## config.mk

```make
export PLATFORM = sky130hd
export DESIGN_NAME = sdr_cmd_seq
export DESIGN_NICKNAME = d
export VERILOG_FILES = /design/src/rtl/sdr_seq_pkg.sv /design/src/rtl/sdr_refresh_timer.sv /design/src/rtl/sdr_wait_timer.sv /design/src/rtl/sdr_bank_table.sv /design/src/rtl/sdr_cmd_seq.sv
export SDC_FILE = /design/constraint.sdc
export NUM_CORES = 1
export LEC_CHECK = 0
export BUFFER_PORTS_ARGS = -buffer_cell sky130_fd_sc_hd__buf_2
export CAP_MARGIN = 20
export CORE_MARGIN = 2
export CORE_UTILIZATION = 54
export CTS_BUF_LIST = sky130_fd_sc_hd__clkbuf_2 sky130_fd_sc_hd__clkbuf_4 sky130_fd_sc_hd__clkbuf_8
export CTS_CLUSTER_DIAMETER = 60
export DETAILED_ROUTE_END_ITERATION = 10
export PLACE_DENSITY = 0.79
export SETUP_SLACK_MARGIN = 0.4
export SLEW_MARGIN = 20
export SYNTH_ARGS = -nofsm -noshare
export SYNTH_HDL_FRONTEND = slang
export SYNTH_SLANG_ARGS = --single-unit
```

## constraint.sdc

```tcl
create_clock -name clk -period 2.5 [get_ports clk]
set_input_delay 0.375 -clock clk [delete_from_list [all_inputs] [get_ports clk]]
set_output_delay 0.375 -clock clk [all_outputs]
set_load 0.005 [all_outputs]
```

## src/rtl/sdr_seq_pkg.sv

```systemverilog
package sdr_seq_pkg;
  localparam int NB        = 4;
  localparam int BA_W      = 2;
  localparam int ROW_W     = 13;
  localparam int COL_W     = 11;
  localparam int ADDR_W    = 13;
  localparam int BURST_LEN = 8;

  typedef enum logic [3:0] {
    CMD_MRS = 4'b0000,
    CMD_REF = 4'b0001,
    CMD_PRE = 4'b0010,
    CMD_ACT = 4'b0011,
    CMD_WR  = 4'b0100,
    CMD_RD  = 4'b0101,
    CMD_NOP = 4'b0111
  } sdr_cmd_e;

  typedef enum logic [1:0] {
    ST_BOOT_PRE,
    ST_BOOT_MODE,
    ST_RUN
  } seq_state_e;

  localparam logic [ADDR_W-1:0] ADDR_ALL_BANKS = ADDR_W'(1 << 10);

  // Mode word: write burst mode 0, CAS latency, sequential, burst of eight
  function automatic logic [ADDR_W-1:0] mode_addr(input int cl);
    logic [9:0] m;
    m = {3'b000, 3'(cl), 1'b0, 3'b011};
    return {3'b000, m};
  endfunction

  // Column placement: A10 reserved (no auto precharge), bit 10 moves to A11
  function automatic logic [ADDR_W-1:0] col_addr(input logic [COL_W-1:0] c);
    return {1'b0, c[10], 1'b0, c[9:0]};
  endfunction
endpackage

```

## src/rtl/sdr_refresh_timer.sv

```systemverilog
module sdr_refresh_timer #(
  parameter int INTERVAL = 780
) (
  input  logic clk,
  input  logic rst_n,
  output logic tick
);
  localparam int CW = (INTERVAL > 1) ? $clog2(INTERVAL) : 1;
  localparam logic [CW-1:0] LAST = CW'(INTERVAL - 1);

  logic [CW-1:0] cnt_q;

  always_ff @(posedge clk or negedge rst_n) begin
    if (!rst_n) begin
      cnt_q <= '0;
      tick  <= 1'b0;
    end else if (cnt_q == LAST) begin
      cnt_q <= '0;
      tick  <= 1'b1;
    end else begin
      cnt_q <= cnt_q + 1'b1;
      tick  <= 1'b0;
    end
  end
endmodule

```

## src/rtl/sdr_wait_timer.sv

```systemverilog
module sdr_wait_timer #(
  parameter int TW = 4
) (
  input  logic          clk,
  input  logic          rst_n,
  input  logic          load,
  input  logic [TW-1:0] load_val,
  input  logic          hold,
  output logic          zero
);
  logic [TW-1:0] cnt_q;

  always_ff @(posedge clk or negedge rst_n) begin
    if (!rst_n)                     cnt_q <= '0;
    else if (load)                  cnt_q <= load_val;
    else if (!hold && cnt_q != '0)  cnt_q <= cnt_q - 1'b1;
  end

  assign zero = (cnt_q == '0);

  // a stopped cycle leaves the delay untouched
  assert_hold_stable_R9: assert property (@(posedge clk) disable iff (!rst_n)
    (hold && !load) |=> $stable(cnt_q));
endmodule

```

## src/rtl/sdr_bank_table.sv

```systemverilog
module sdr_bank_table import sdr_seq_pkg::*; #(
  parameter int N  = NB,
  parameter int BW = BA_W,
  parameter int RW = ROW_W
) (
  input  logic          clk,
  input  logic          rst_n,
  input  logic          act_en,
  input  logic          pre_one,
  input  logic          pre_all,
  input  logic [BW-1:0] bank,
  input  logic [RW-1:0] row_in,
  output logic [N-1:0]  open_vec,
  output logic [RW-1:0] open_row
);
  logic [RW-1:0] rows [N];

  for (genvar i = 0; i < N; i++) begin : g_bank
    logic sel;
    assign sel = (bank == BW'(i));
    always_ff @(posedge clk or negedge rst_n) begin
      if (!rst_n) begin
        open_vec[i] <= 1'b0;
        rows[i]     <= '0;
      end else if (act_en && sel) begin
        open_vec[i] <= 1'b1;
        rows[i]     <= row_in;
      end else if (pre_all || (pre_one && sel)) begin
        open_vec[i] <= 1'b0;
      end
    end
  end

  assign open_row = rows[bank];

  assert_act_idle_R5: assert property (@(posedge clk) disable iff (!rst_n)
    act_en |-> !open_vec[bank]);
endmodule

```

## src/rtl/sdr_cmd_seq.sv

```systemverilog
module sdr_cmd_seq import sdr_seq_pkg::*; #(
  parameter int T_RCD   = 3,
  parameter int T_RP    = 3,
  parameter int T_MRD   = 2,
  parameter int CAS_LAT = 3,
  parameter int REF_INT = 780
) (
  input  logic              clk,
  input  logic              rst_n,
  input  logic              cke_req,
  input  logic              req_valid,
  input  logic              req_write,
  input  logic [BA_W-1:0]   req_bank,
  input  logic [ROW_W-1:0]  req_row,
  input  logic [COL_W-1:0]  req_col,
  output logic              req_ack,
  output logic              sd_cke,
  output logic              sd_cs_n,
  output logic              sd_ras_n,
  output logic              sd_cas_n,
  output logic              sd_we_n,
  output logic [BA_W-1:0]   sd_ba,
  output logic [ADDR_W-1:0] sd_addr
);
  localparam int T_RFC = T_RCD + T_RP;
  localparam int MAX_A = (T_RFC > BURST_LEN) ? T_RFC : BURST_LEN;
  localparam int MAXD  = (MAX_A > T_MRD) ? MAX_A : T_MRD;
  localparam int TW    = $clog2(MAXD + 1);
  localparam logic [TW-1:0] LD_RCD = TW'(T_RCD - 1);
  localparam logic [TW-1:0] LD_RP  = TW'(T_RP - 1);
  localparam logic [TW-1:0] LD_RFC = TW'(T_RFC - 1);
  localparam logic [TW-1:0] LD_MRD = TW'(T_MRD - 1);
  localparam logic [TW-1:0] LD_BL  = TW'(BURST_LEN - 1);

  seq_state_e          state_q, state_d;
  sdr_cmd_e            cmd_q, cmd_d;
  logic [BA_W-1:0]     ba_d;
  logic [ADDR_W-1:0]   addr_d;
  logic                ack_d;
  logic                ref_tick, ref_pend_q, ref_clr;
  logic                tmr_zero, tmr_load;
  logic [TW-1:0]       tmr_val;
  logic                act_en, pre_one, pre_all;
  logic [NB-1:0]       open_vec;
  logic [ROW_W-1:0]    open_row;
  logic                frozen, row_hit, iss_mode, iss_ref;

  assign frozen  = ~sd_cke;
  assign row_hit = open_vec[req_bank] && (open_row == req_row);

  sdr_refresh_timer #(.INTERVAL(REF_INT)) u_rtmr (
    .clk(clk), .rst_n(rst_n), .tick(ref_tick));

  sdr_wait_timer #(.TW(TW)) u_wait (
    .clk(clk), .rst_n(rst_n), .load(tmr_load), .load_val(tmr_val),
    .hold(frozen), .zero(tmr_zero));

  sdr_bank_table u_banks (
    .clk(clk), .rst_n(rst_n), .act_en(act_en), .pre_one(pre_one),
    .pre_all(pre_all), .bank(req_bank), .row_in(req_row),
    .open_vec(open_vec), .open_row(open_row));

  always_comb begin
    state_d  = state_q;
    cmd_d    = CMD_NOP;
    ba_d     = '0;
    addr_d   = '0;
    ack_d    = 1'b0;
    tmr_load = 1'b0;
    tmr_val  = '0;
    act_en   = 1'b0;
    pre_one  = 1'b0;
    pre_all  = 1'b0;
    ref_clr  = 1'b0;
    if (!frozen && tmr_zero) begin
      unique case (state_q)
        ST_BOOT_PRE: begin
          cmd_d = CMD_PRE; addr_d = ADDR_ALL_BANKS; pre_all = 1'b1;
          tmr_load = 1'b1; tmr_val = LD_RP; state_d = ST_BOOT_MODE;
        end
        ST_BOOT_MODE: begin
          cmd_d = CMD_MRS; addr_d = mode_addr(CAS_LAT);
          tmr_load = 1'b1; tmr_val = LD_MRD; state_d = ST_RUN;
        end
        default: begin
          if (ref_pend_q) begin
            if (|open_vec) begin
              cmd_d = CMD_PRE; addr_d = ADDR_ALL_BANKS; pre_all = 1'b1;
              tmr_load = 1'b1; tmr_val = LD_RP;
            end else begin
              cmd_d = CMD_REF; ref_clr = 1'b1;
              tmr_load = 1'b1; tmr_val = LD_RFC;
            end
          end else if (req_valid) begin
            ba_d = req_bank;
            if (row_hit) begin
              cmd_d = req_write ? CMD_WR : CMD_RD; addr_d = col_addr(req_col);
              ack_d = 1'b1; tmr_load = 1'b1; tmr_val = LD_BL;
            end else if (open_vec[req_bank]) begin
              cmd_d = CMD_PRE; pre_one = 1'b1;
              tmr_load = 1'b1; tmr_val = LD_RP;
            end else begin
              cmd_d = CMD_ACT; addr_d = req_row; act_en = 1'b1;
              tmr_load = 1'b1; tmr_val = LD_RCD;
            end
          end
        end
      endcase
    end
  end

  assign iss_mode = (cmd_d == CMD_MRS);
  assign iss_ref  = (cmd_d == CMD_REF);

  always_ff @(posedge clk or negedge rst_n) begin
    if (!rst_n) begin
      state_q    <= ST_BOOT_PRE;
      cmd_q      <= CMD_NOP;
      sd_ba      <= '0;
      sd_addr    <= '0;
      req_ack    <= 1'b0;
      sd_cke     <= 1'b1;
      ref_pend_q <= 1'b0;
    end else begin
      state_q    <= state_d;
      cmd_q      <= cmd_d;
      sd_ba      <= ba_d;
      sd_addr    <= addr_d;
      req_ack    <= ack_d;
      sd_cke     <= cke_req;
      ref_pend_q <= ref_tick | (ref_pend_q & ~ref_clr);
    end
  end

  assign {sd_cs_n, sd_ras_n, sd_cas_n, sd_we_n} = cmd_q;

  assert_mode_idle_R4: assert property (@(posedge clk) disable iff (!rst_n)
    iss_mode |-> (open_vec == '0));
  assert_ref_idle_R8: assert property (@(posedge clk) disable iff (!rst_n)
    iss_ref |-> (open_vec == '0));
  assert_rw_open_R5: assert property (@(posedge clk) disable iff (!rst_n)
    (cmd_q == CMD_RD || cmd_q == CMD_WR) |-> open_vec[sd_ba]);
  assert_act_gap_R5: assert property (@(posedge clk) disable iff (!rst_n)
    (T_RCD > 1 && cmd_q == CMD_ACT) |=> (cmd_q == CMD_NOP));
  assert_freeze_nop_R9: assert property (@(posedge clk) disable iff (!rst_n)
    !sd_cke |=> (cmd_q == CMD_NOP));
  assert_ack_col_R10: assert property (@(posedge clk) disable iff (!rst_n)
    req_ack |-> (cmd_q == CMD_RD || cmd_q == CMD_WR));
endmodule

```

## Word-level counts from Yosys, hierarchy flattened

Cells that the tools add are included.

| operators by class | value |
|---|---|
| eq/ne operators | 6 |
| bitwise operators | 4 |
| multiplexer cells | 72 |
| shifts and indexed selects | 0 |
| $add $sub $neg | 2 |
| $mul | 0 |
| reduce and logical (&&, ||, !) cells | 28 |
| $lt $le $gt $ge | 2 |
| divide/modulo/power cells | 0 |

Operator list:

| cell | number |
|---|---|
| $mux W13 | 7 |
| $mux W1 | 40 |
| $bmux W13 S2 | 1 |
| $pmux W13 S2 | 1 |
| $mux W4 | 6 |
| $pmux W4 S2 | 2 |
| $mux W3 | 5 |
| $eq A13 B13 Y1 | 1 |
| $reduce_bool A2 Y1 | 6 |
| $logic_and A1 B1 Y1 | 11 |
| $mux W11 | 1 |
| $add A10 B1 Y10 const B | 1 |
| $eq A10 B10 Y1 const B | 1 |
| $mux W10 | 1 |
| $mux W2 | 5 |
| $eq A2 B1 Y1 const B | 2 |
| $eq A2 B2 Y1 const B | 2 |
| $logic_not A2 Y1 | 2 |
| $logic_not A4 Y1 | 1 |
| $logic_or A1 B1 Y1 | 4 |
| $pmux W2 S2 | 1 |
| $reduce_bool A4 Y1 | 1 |
| $reduce_or A4 Y1 | 1 |
| $sub A4 B1 Y4 const B | 1 |
| other kinds (10) | 10 |

| storage, ports and cells | value |
|---|---|
| output and inout port bits | 21 |
| word-level logic and storage cells | 132 |
| latch bits | 0 |
| register bits after elaboration | 95 |
| memories | 0 |
| memory bits (writable) | 0 |
| bits in read-only memories | 0 |

## Longest topological paths before layout

Gate-level depths: netlist (run 1).

| logic depth | value |
|---|---|
| word-level depth | 15 |
| mapped depth | 10 |

## Cells and area by module

A second synthesis (run 1) with hierarchy kept.

| unflattened totals | value |
|---|---|
| cell total of the unflattened synthesis | 348 |
| area, all modules | 4513.1 um^2 |

Modules (own cells, without submodules):

| module | sequential area each (um^2) | cells an instance | instances | area each (um^2) |
|---|---|---|---|---|
| sdr_bank_table | 1401.3 | 145 | 1 | 2451.1 |
| sdr_cmd_seq | 580.6 | 132 | 1 | 1320.0 |
| sdr_refresh_timer | 275.3 | 44 | 1 | 493.0 |
| sdr_wait_timer | 100.1 | 27 | 1 | 249.0 |

## Least setup slack after synthesis (run 1)

No wires, ideal clock.

| path | value |
|---|---|
| path kind | reg-to-reg |
| start point | register u_wait.cnt_q[0] |
| end point | register u_banks.rows[10] (netlist bit) |
| library setup time | 125 ps |
| stages on the path, launching flop included | 10 |
| arrival | 2292 ps |
| clock period less this slack | 2417 ps |
| path slack | 83 ps |
| path through | dfrtp_1 > inv_1 > ha_1 > nor2b_1 > and3b_1 > clkbuf_2 > nand4_2 > nor4_2 > buf_2 > mux2_2 |

| on the way | value |
|---|---|
| cells in the longest elaborated chain, start to end | 4 |

Ends and longest elaborated chain:

| what | RTL line | source |
|---|---|---|
| from (decl) | sdr_wait_timer.sv:11 | `logic [TW-1:0] cnt_q;` |
| from (signal assigned) | sdr_wait_timer.sv:15 | `else if (load) cnt_q <= load_val;` |
| from (signal assigned) | sdr_wait_timer.sv:16 | `else if (!hold && cnt_q != '0) cnt_q <= cnt_q - 1'b1;` |
| $logic_not A4 Y1 | sdr_wait_timer.sv:19 | `assign zero = (cnt_q == '0);` |
| $logic_and A1 B1 Y1 | sdr_cmd_seq.sv:75 | `if (!frozen && tmr_zero) begin` |
| $mux W1 | sdr_cmd_seq.sv:75 |  |
| $logic_and A1 B1 Y1 | sdr_bank_table.sv:25 | `end else if (act_en && sel) begin` |
| to (signal, indexed assignment) | sdr_bank_table.sv:27 | `rows[i] <= row_in;` |
| to (decl) | sdr_bank_table.sv:16 | `logic [RW-1:0] rows [N];` |

No other way between the ends.
A chain may end at the register's enable or synchronous reset.

## Worst setup path in the final report (run 1)

| path | value |
|---|---|
| start point | register u_banks.rows[33] (netlist bit) |
| end point | register sd_addr[4] |

| on the way | value |
|---|---|
| cells in the longest elaborated chain, start to end | 10 |

Ends and longest elaborated chain:

| what | RTL line | source |
|---|---|---|
| $bmux W13 S2 | sdr_bank_table.sv:34 | `assign open_row = rows[bank];` |
| $mux W13 (not written as such) (2 in series) | sdr_bank_table.sv:34 |  |
| $eq A13 B13 Y1 | sdr_cmd_seq.sv:49 | `assign row_hit = open_vec[req_bank] && (open_row == req_row);` |
| $logic_and A1 B1 Y1 | sdr_cmd_seq.sv:49 |  |
| $mux W13 | sdr_cmd_seq.sv:96 | `if (row_hit) begin` |
| $mux W13 | sdr_cmd_seq.sv:94 | `end else if (req_valid) begin` |
| $mux W13 | sdr_cmd_seq.sv:86 | `if (ref_pend_q) begin` |
| $pmux W13 S2 | sdr_cmd_seq.sv:76 | `unique case (state_q)` |
| $mux W13 | sdr_cmd_seq.sv:75 |  |
| named net addr_d[4] | sdr_cmd_seq.sv:38 | `logic [ADDR_W-1:0] addr_d;` |
| to (signal assigned) | sdr_cmd_seq.sv:128 | `sd_addr <= addr_d;` |
| to (decl) | sdr_cmd_seq.sv:23 | `output logic [ADDR_W-1:0] sd_addr` |

The timed path passes the listed nets, and every way through them passes these cells. The select of a mux whose other input is x is not followed.

==> results of run 1 <==
## final timing paths
kind | cells past startpoint | to | startpoint
worst max-delay path | 7 | sd_addr[4] | u_banks.rows[33]
worst min-delay path | 2 | u_banks.rows[20] | rst_n
worst max register to register | 7 | sd_addr[4] | u_banks.rows[33]
worst min register to register | 1 | ref_pend_q | u_rtmr.tick
max in group asynchronous | 2 | cmd_q[0] | rst_n
min in group clk | 1 | sd_cke | cke_req
## per-stage QoR
step / setup WS, ps / cells / hold WS, ps
final: 358 / 526 / 21.8
after CTS: 386 / 522 / 68.6
after global routing: 302 / 526 / 87.1
after global placement: 85.4 / 500 / 417
after floorplan: 303 / 344 / 79.4
after detailed placement: 31.2 / 500 / 428
## sequential cells by signal, summed over array words and instances, names as in the netlist
register,flops
sd_cke,1
req_ack,1
u_wait.cnt_q,4
u_rtmr.tick,1
state_q,2
sd_addr,13
ref_pend_q,1
sd_ba,2
u_banks.rows,52
u_rtmr.cnt_q,10
u_banks.open_vec,4
cmd_q,3
## cell type report
class,count,area (um2),area share (%)
Clock buffer,10,138,2.64
Clock inverter,6,37.5,0.719
Inverter,7,26.3,0.503
Multi-Input combinational cell,229,2010,38.5
Sequential cell,94,2360,45.2
Tap cell,102,128,2.45
Timing Repair Buffer,78,526,10.1
## where the power goes
group | total, mW | internal (mW) | switching (mW) | leakage, nW
Combinational | 1.18 | 0.639 | 0.545 | 1.15
Sequential | 2.09 | 1.87 | 0.218 | 1.25
Clock | 0.895 | 0.383 | 0.512 | 0.0841
Total | 4.17 | 2.90 | 1.28 | 2.49
## repair_timing
action,4_1_cts,5_1_grt
hold endpoints to repair,0,0
hold buffers,0,0
cloned,1,0
resized for setup,6,16
pin swaps,2,13
setup endpoints to repair,60,71
setup buffers,5,4
## metal layers
metal / GRT usage, % / vias to the layer above / wire length (um)
met5: 0 / - / 0
met4: 9.06 / 0 / 255
met3: 5.14 / 26 / 484
met2: 38.2 / 104 / 4820
met1: 30.4 / 1538 / 4180
li1: - / 1377 / -
## critical path: stages (launching register included)
cell     delay [ps]
dfrtp_1         410
mux4_2          480
xnor2_1         170
nand4_1         220
nor4_4          250
buf_4           220
nand4_1          90
a31oi_1         220
## cell usage in the layout, fill, tap and decap left out, types with 8 or more instances in the layout
cell type,instances
buf_4,18
mux2_2,44
mux2_4,9
nand4_1,9
clkbuf_8,10
dfrtp_1,90
nor2_1,18
nand3_1,9
buf_2,49
mux4_2,11
xor2_1,12
xnor2_1,8
nand2_1,27
buf_6,8
## cell families (layout without fill, tap and decap cells)
logic type	Yosys count	after routing
xor gates and xnor gates	23	23
and+or+nand+nor	95	95
muxes	69	69
other	1	1
buffers and inverters	21	101
DFF	94	94
adders and majority gates	3	3
AOI/OAI and AO/OA	38	38
==> results.md, run 1 <==
- Status: complete, no violations
- Clk sink count: 94
- Number of synthesized flops with an enable pin: 0
- Pins Over Slew Limit: 0
- Die H: 93.7 um
- Largest family of logic cells by synthesized area: multiplexers
- Layout cells sized above 1: a little over two fifths
- Crit path max fanout: 7
- Mux contribution to synthesized area: 20.6%
- Die ar.: 0.00878 mm2
- CTS tree: yes
- Clock skew: 10.8 ps
- Post-Synth Simple-Gate Area: 11.5%
- Kind of end point of the critical path: flip-flop
- Clock buffer count from CTS: 9
- Vias in the first global route: 3,186
- Synth top area cells: dfrtp_1 52%, mux2_2 14%, mux4_2 5.7%, nand2_1 2.6%, dfstp_2 2.4%
- Worst skew pair latency: 360 ps
- Yosys cell types: 48
- Via count: 3,045
- Max-cap violations: 0
- Post-Synth Adder-Cell Area: 0.864%
- Wire per inst: ~19 um
- Static leakage: about 2.5 nW
- Fraction of registers with async set/reset: 100%
- Fin crit share: between 80 and 90%
- N_diodes: 0
- Slew headroom: 55.5%
- Detailed Place HPWL: 6550 um
- Layout area overhead: 20.1%
- Detailed Route WL: 9740 um
- DRC Markers: 0
- First-pass GRT wire length: 15,600 um
- Post-synth top cells: 90 x dfrtp_1, 53 x mux2_2, 30 x nand2_1, 18 x nor2_1, 12 x xor2_1
- Overall Power: 4.17 mW
- RSZ-0062 raised after global routing: true
- FILL cells: 559
- Count leader, synth: dfrtp_1
- Setup TNS: 0 ps
- Hold Vio Cnt, Final: 0
- Grt ovf: 0
- Post-synth net total: 378
- Initial antenna violation count: 0
- Max H-tree Level: 3
- Area fraction of the dominant cell type after synthesis: 51.8%
- Initial DRC count: 219
- Post-synth top area cell: dfrtp_1
- CP Launch Type: flip-flop
- Chip width: between 90 and 100 um
- Dpl cell area: 0.00489 mm2
- Post-Synthesis Cells: 344
- Cell Pwr Density: 799 mW/mm2
- Post-synthesis compound-gate area fraction: 5.47%
- First-pass DRT Iterations: 4
- Num ports: 52
- Layout Nets: 453
- Drt via density: 5.79
- Largest net degree at the start of global routing: 95
- Initial Util: 55.9%
- Synth Flop Type: dfrtp_1
- # port buffers: 50
- # rows: 32
- Post-route minimum period: 2140 ps
- Syn Area/Cell: about 13 um2
- Root buf cell: clkbuf_8
- Post-synthesis xor/xnor area fraction: 4.64%
- Worst Tran Pin Value: around 660 ps
- CTS clock-pin slew for the worst setup and hold paths: 90 ps
- GP Congestion: 0.822
- Post-Syn Area: 0.00435 mm2
- CP Data Arrival Time: ~2400 ps
- Worst Setup Path Type: flip-flop to flip-flop
- Seq/Total Area, Yosys: between 50 and 60%
- Yosys warns: 0
- Core Region: about 0.0078 mm2
- Fmax: ~470 MHz
- Type of the most critical hold path: primary input to asynchronous set/reset pin
- Post-Route Utilization: 67.2%
- Post-route cell area: 0.00522 mm2
- GRT Total Usage: 23.3%
- Clock Tree Buf Depth: 2
- Register bit total from synthesis: 94
- R2r setup slk: roughly 360 ps
- Peak supply drop: 0.395 mV
- ANT nets after route: 0
- WP data required: 2780 ps
- # setup viols final: 0
(Power assumes the default switching activity.)
==> run 2, diff against run 1 <==
ABC_AREA = 1   (was not set)
CORE_UTILIZATION = 55   (was 54)
PLACE_DENSITY = 0.8   (was 0.79)
==> results.md, run 2 <==
- Status: complete, no violations
- R2r setup slk: approximately 500 ps
- CP Launch Type: flip-flop
- Root buf cell: clkbuf_8
- Highest Signal Layer: met4
- Layout area overhead: 12.5%
- RSZ-0062 raised after global routing: true
- Worst Setup Path Type: flip-flop to flip-flop
- Detailed Route WL: 10,200 um
- Crit path max fanout: 27
- CP max stage cell: dfrtp_1
- # rows: 33
- Largest register by flop count: u_banks.rows
- Setup WS pre-CTS: 175 ps
- Pins Over Slew Limit: 0
- Post-route minimum period: 2000 ps
- Kind of end point of the critical path: flip-flop
- Wire per inst: 13.9 um
- Syn Area/Cell: 8.09 um2
- Synth top area cells: dfrtp_1 49%, nand2_1 17%, o21ai_1 6.2%, nand3_1 4.3%, inv_1 3.4%
- Register bit total from synthesis: 94
- Critical path depth: 11
- WP data required: 2750 ps
- Initial antenna violation count: 0
- Max-cap violations: 0
- Post-route cell area: 0.00512 mm2
- Sequential Power Share: 50.8%
- Met3 routed WL: 650 um
- Post-Syn Area: 0.00455 mm2
- Dpl cell area: 0.00490 mm2
- ANT nets after route: 0
- Clock share of power: 27.2%
- Max H-tree Level: 3
- Yosys warns: 0
- Commonest cells after routing, fill and taps aside: 210 x nand2_1, 90 x dfrtp_1, 56 x o21ai_1
- Fraction of registers with async set/reset: 100%
- Static leakage: about 2.7 nW
- GP Congestion: 0.862
- Vias in the first global route: 3,735
- Yosys cell types: 35
- Type of the most critical hold path: primary input to flip-flop
- Pint: 2.59 mW
- Largest register FFs: 52
- Setup TNS: 0 ps
- Cell Pwr Density: 740 mW/mm2
- Initial DRC count: 265
- Synth Flop Type: dfrtp_1
- Clock skew: 7.42 ps
- Detailed Place HPWL: 6990 um
- Post-synth top cells: 210 x nand2_1, 90 x dfrtp_1, 56 x o21ai_1, 41 x inv_1, 39 x nand3_1
- CTS clock-pin slew for the worst setup and hold paths: 90 ps
- CP max stage delay: 390 ps
- Chip width: 95 um
- Drt via density: 5.40
- Hold Vio Cnt, Final: 0
- Switch Pwr: 1.20 mW
- Die H: 95 um
- CP Data Arrival Time: 2250 ps
- Core Region: 0.00813 mm2
- Clock Tree Buf Depth: 2
- Fin crit share: between 80 and 90%
- # setup viols final: 0
- Via count: 3,936
- Post-Synthesis Cells: 563
- Most common cell after layout, fill and taps aside: nand2_1
- First-pass GRT wire length: 17,500 um
- Setup ws final: approximately 500 ps
- Top cell family by delay on the critical path: simple AND/OR/NAND/NOR gates
- # port buffers: 50
- Layout cells sized above 1: 17.0%
- First-pass DRT Iterations: 5
- N_diodes: 0
- GRT Total Usage: between 20 and 25%
- CP Buf/Inv Count: 3
- Clk sink count: 94
- Worst Tran Pin Value: 583 ps
- Met2 Routed Length: 4850 um
- R2R depth: 11
- Post-synth top area cell: dfrtp_1
- Number of synthesized flops with an enable pin: 0
- Largest net degree at the start of global routing: between 40 and 50
- CTS tree: yes
- Most used cell, CP: inv_1
- Seq/Total Area, Yosys: 51.8%
- Comb power frac: between 20% and 30%
- Count leader, synth: nand2_1
- Area fraction of the dominant cell type after synthesis: approximately half
- Initial Util: 56.0%
- Worst skew pair latency: 370 ps
- Largest registers: u_banks.rows x52, sd_addr x13, u_rtmr.cnt_q x10
- Net Sw Frac: 31.7%
- Num ports: 52
- Peak supply drop: between 0.3 and 0.4 mV
- Grt ovf: 0
- CP Cell Sequence: inv_1 > ha_1 > nand2_1 > nor2_1 > inv_1 > nor2_1 > inv_1 > nor2_8 > nand2_4 > nand2_1 > o21ai_1
- Clock buffer count from CTS: 9
- Post-synth net total: 597
- Slew headroom: 60.7%
- Fmax: 500 MHz
- Die ar.: 0.00903 mm2
- DRC Markers: 0
- Layout Nets: 653
- Hold Crit Depth: 1
- Met1 wire length: ~4500 um
[run 2: layout make-up]
class                   instances  area (um2)
well taps                     105         131
flip-flops and latches         94        2360
multi-input cells             406        1900
clock inverters                 5        58.8
inverters                      45         169
fillers                       672        3010
repair buffers                 63         365
clock buffers                  11         145
[run 2: final timing paths]
check / startpoint / to
worst max-delay path: u_wait.cnt_q[0] / u_banks.rows[15]
worst min-delay path: cke_req / sd_cke
worst max register to register: u_wait.cnt_q[0] / u_banks.rows[15]
worst min register to register: u_rtmr.tick / ref_pend_q
max in group asynchronous: rst_n / cmd_q[2]
min in group asynchronous: rst_n / u_banks.rows[47]
[run 2: layer usage]
| metal | vias to the layer above | track usage [%] |
|---|---|---|
| li1 | 1930 | - |
| met5 | - | 0 |
| met4 | 0 | 8.45 |
| met1 | 1852 | 33.5 |
| met3 | 19 | 4.95 |
| met2 | 135 | 40.8 |
[run 2: logic make-up (layout without fill, tap and decap cells)]
logic type | after synthesis | in the layout | synth area share [%]
xor+xnor | 6 | 6 | 1.15
flops | 94 | 94 | 51.8
fa+ha+maj | 3 | 3 | 0.824
compound gates | 85 | 85 | 9.92
other cells | 1 | 1 | 0.0823
buf+inv | 63 | 124 | 6.76
simple gates | 311 | 311 | 29.5
[run 2: stage by stage]
stage               instances  total power [mW]  hold WS [ps]  utilization [%]
finish                    729              3.79          96.6             63.0
global route              729              4.04          80.8             63.0
CTS                       729              3.79          89.7             62.9
detailed placement        712              2.77           361             60.3
floorplan                 563              2.52          79.4                -
global placement          712              2.73           358             60.3
[run 2: what timing repair did]
item / in CTS / in global routing
setup endpoints to repair: 0 / 47
resized for setup: 0 / 2
hold buffers: 1 / 0
buffers inserted: 0 / 0
endpoints found under the hold margin: 35 / 0
[run 2: power by group through the flow]
stage	logic, mW	clock network [mW]	registers, mW
floorplan	0.619	0	1.90
global placement	0.785	0	1.94
detailed placement	0.820	0	1.95
CTS	0.831	1.04	1.92
global route	0.975	1.11	1.96
finish	0.832	1.03	1.93
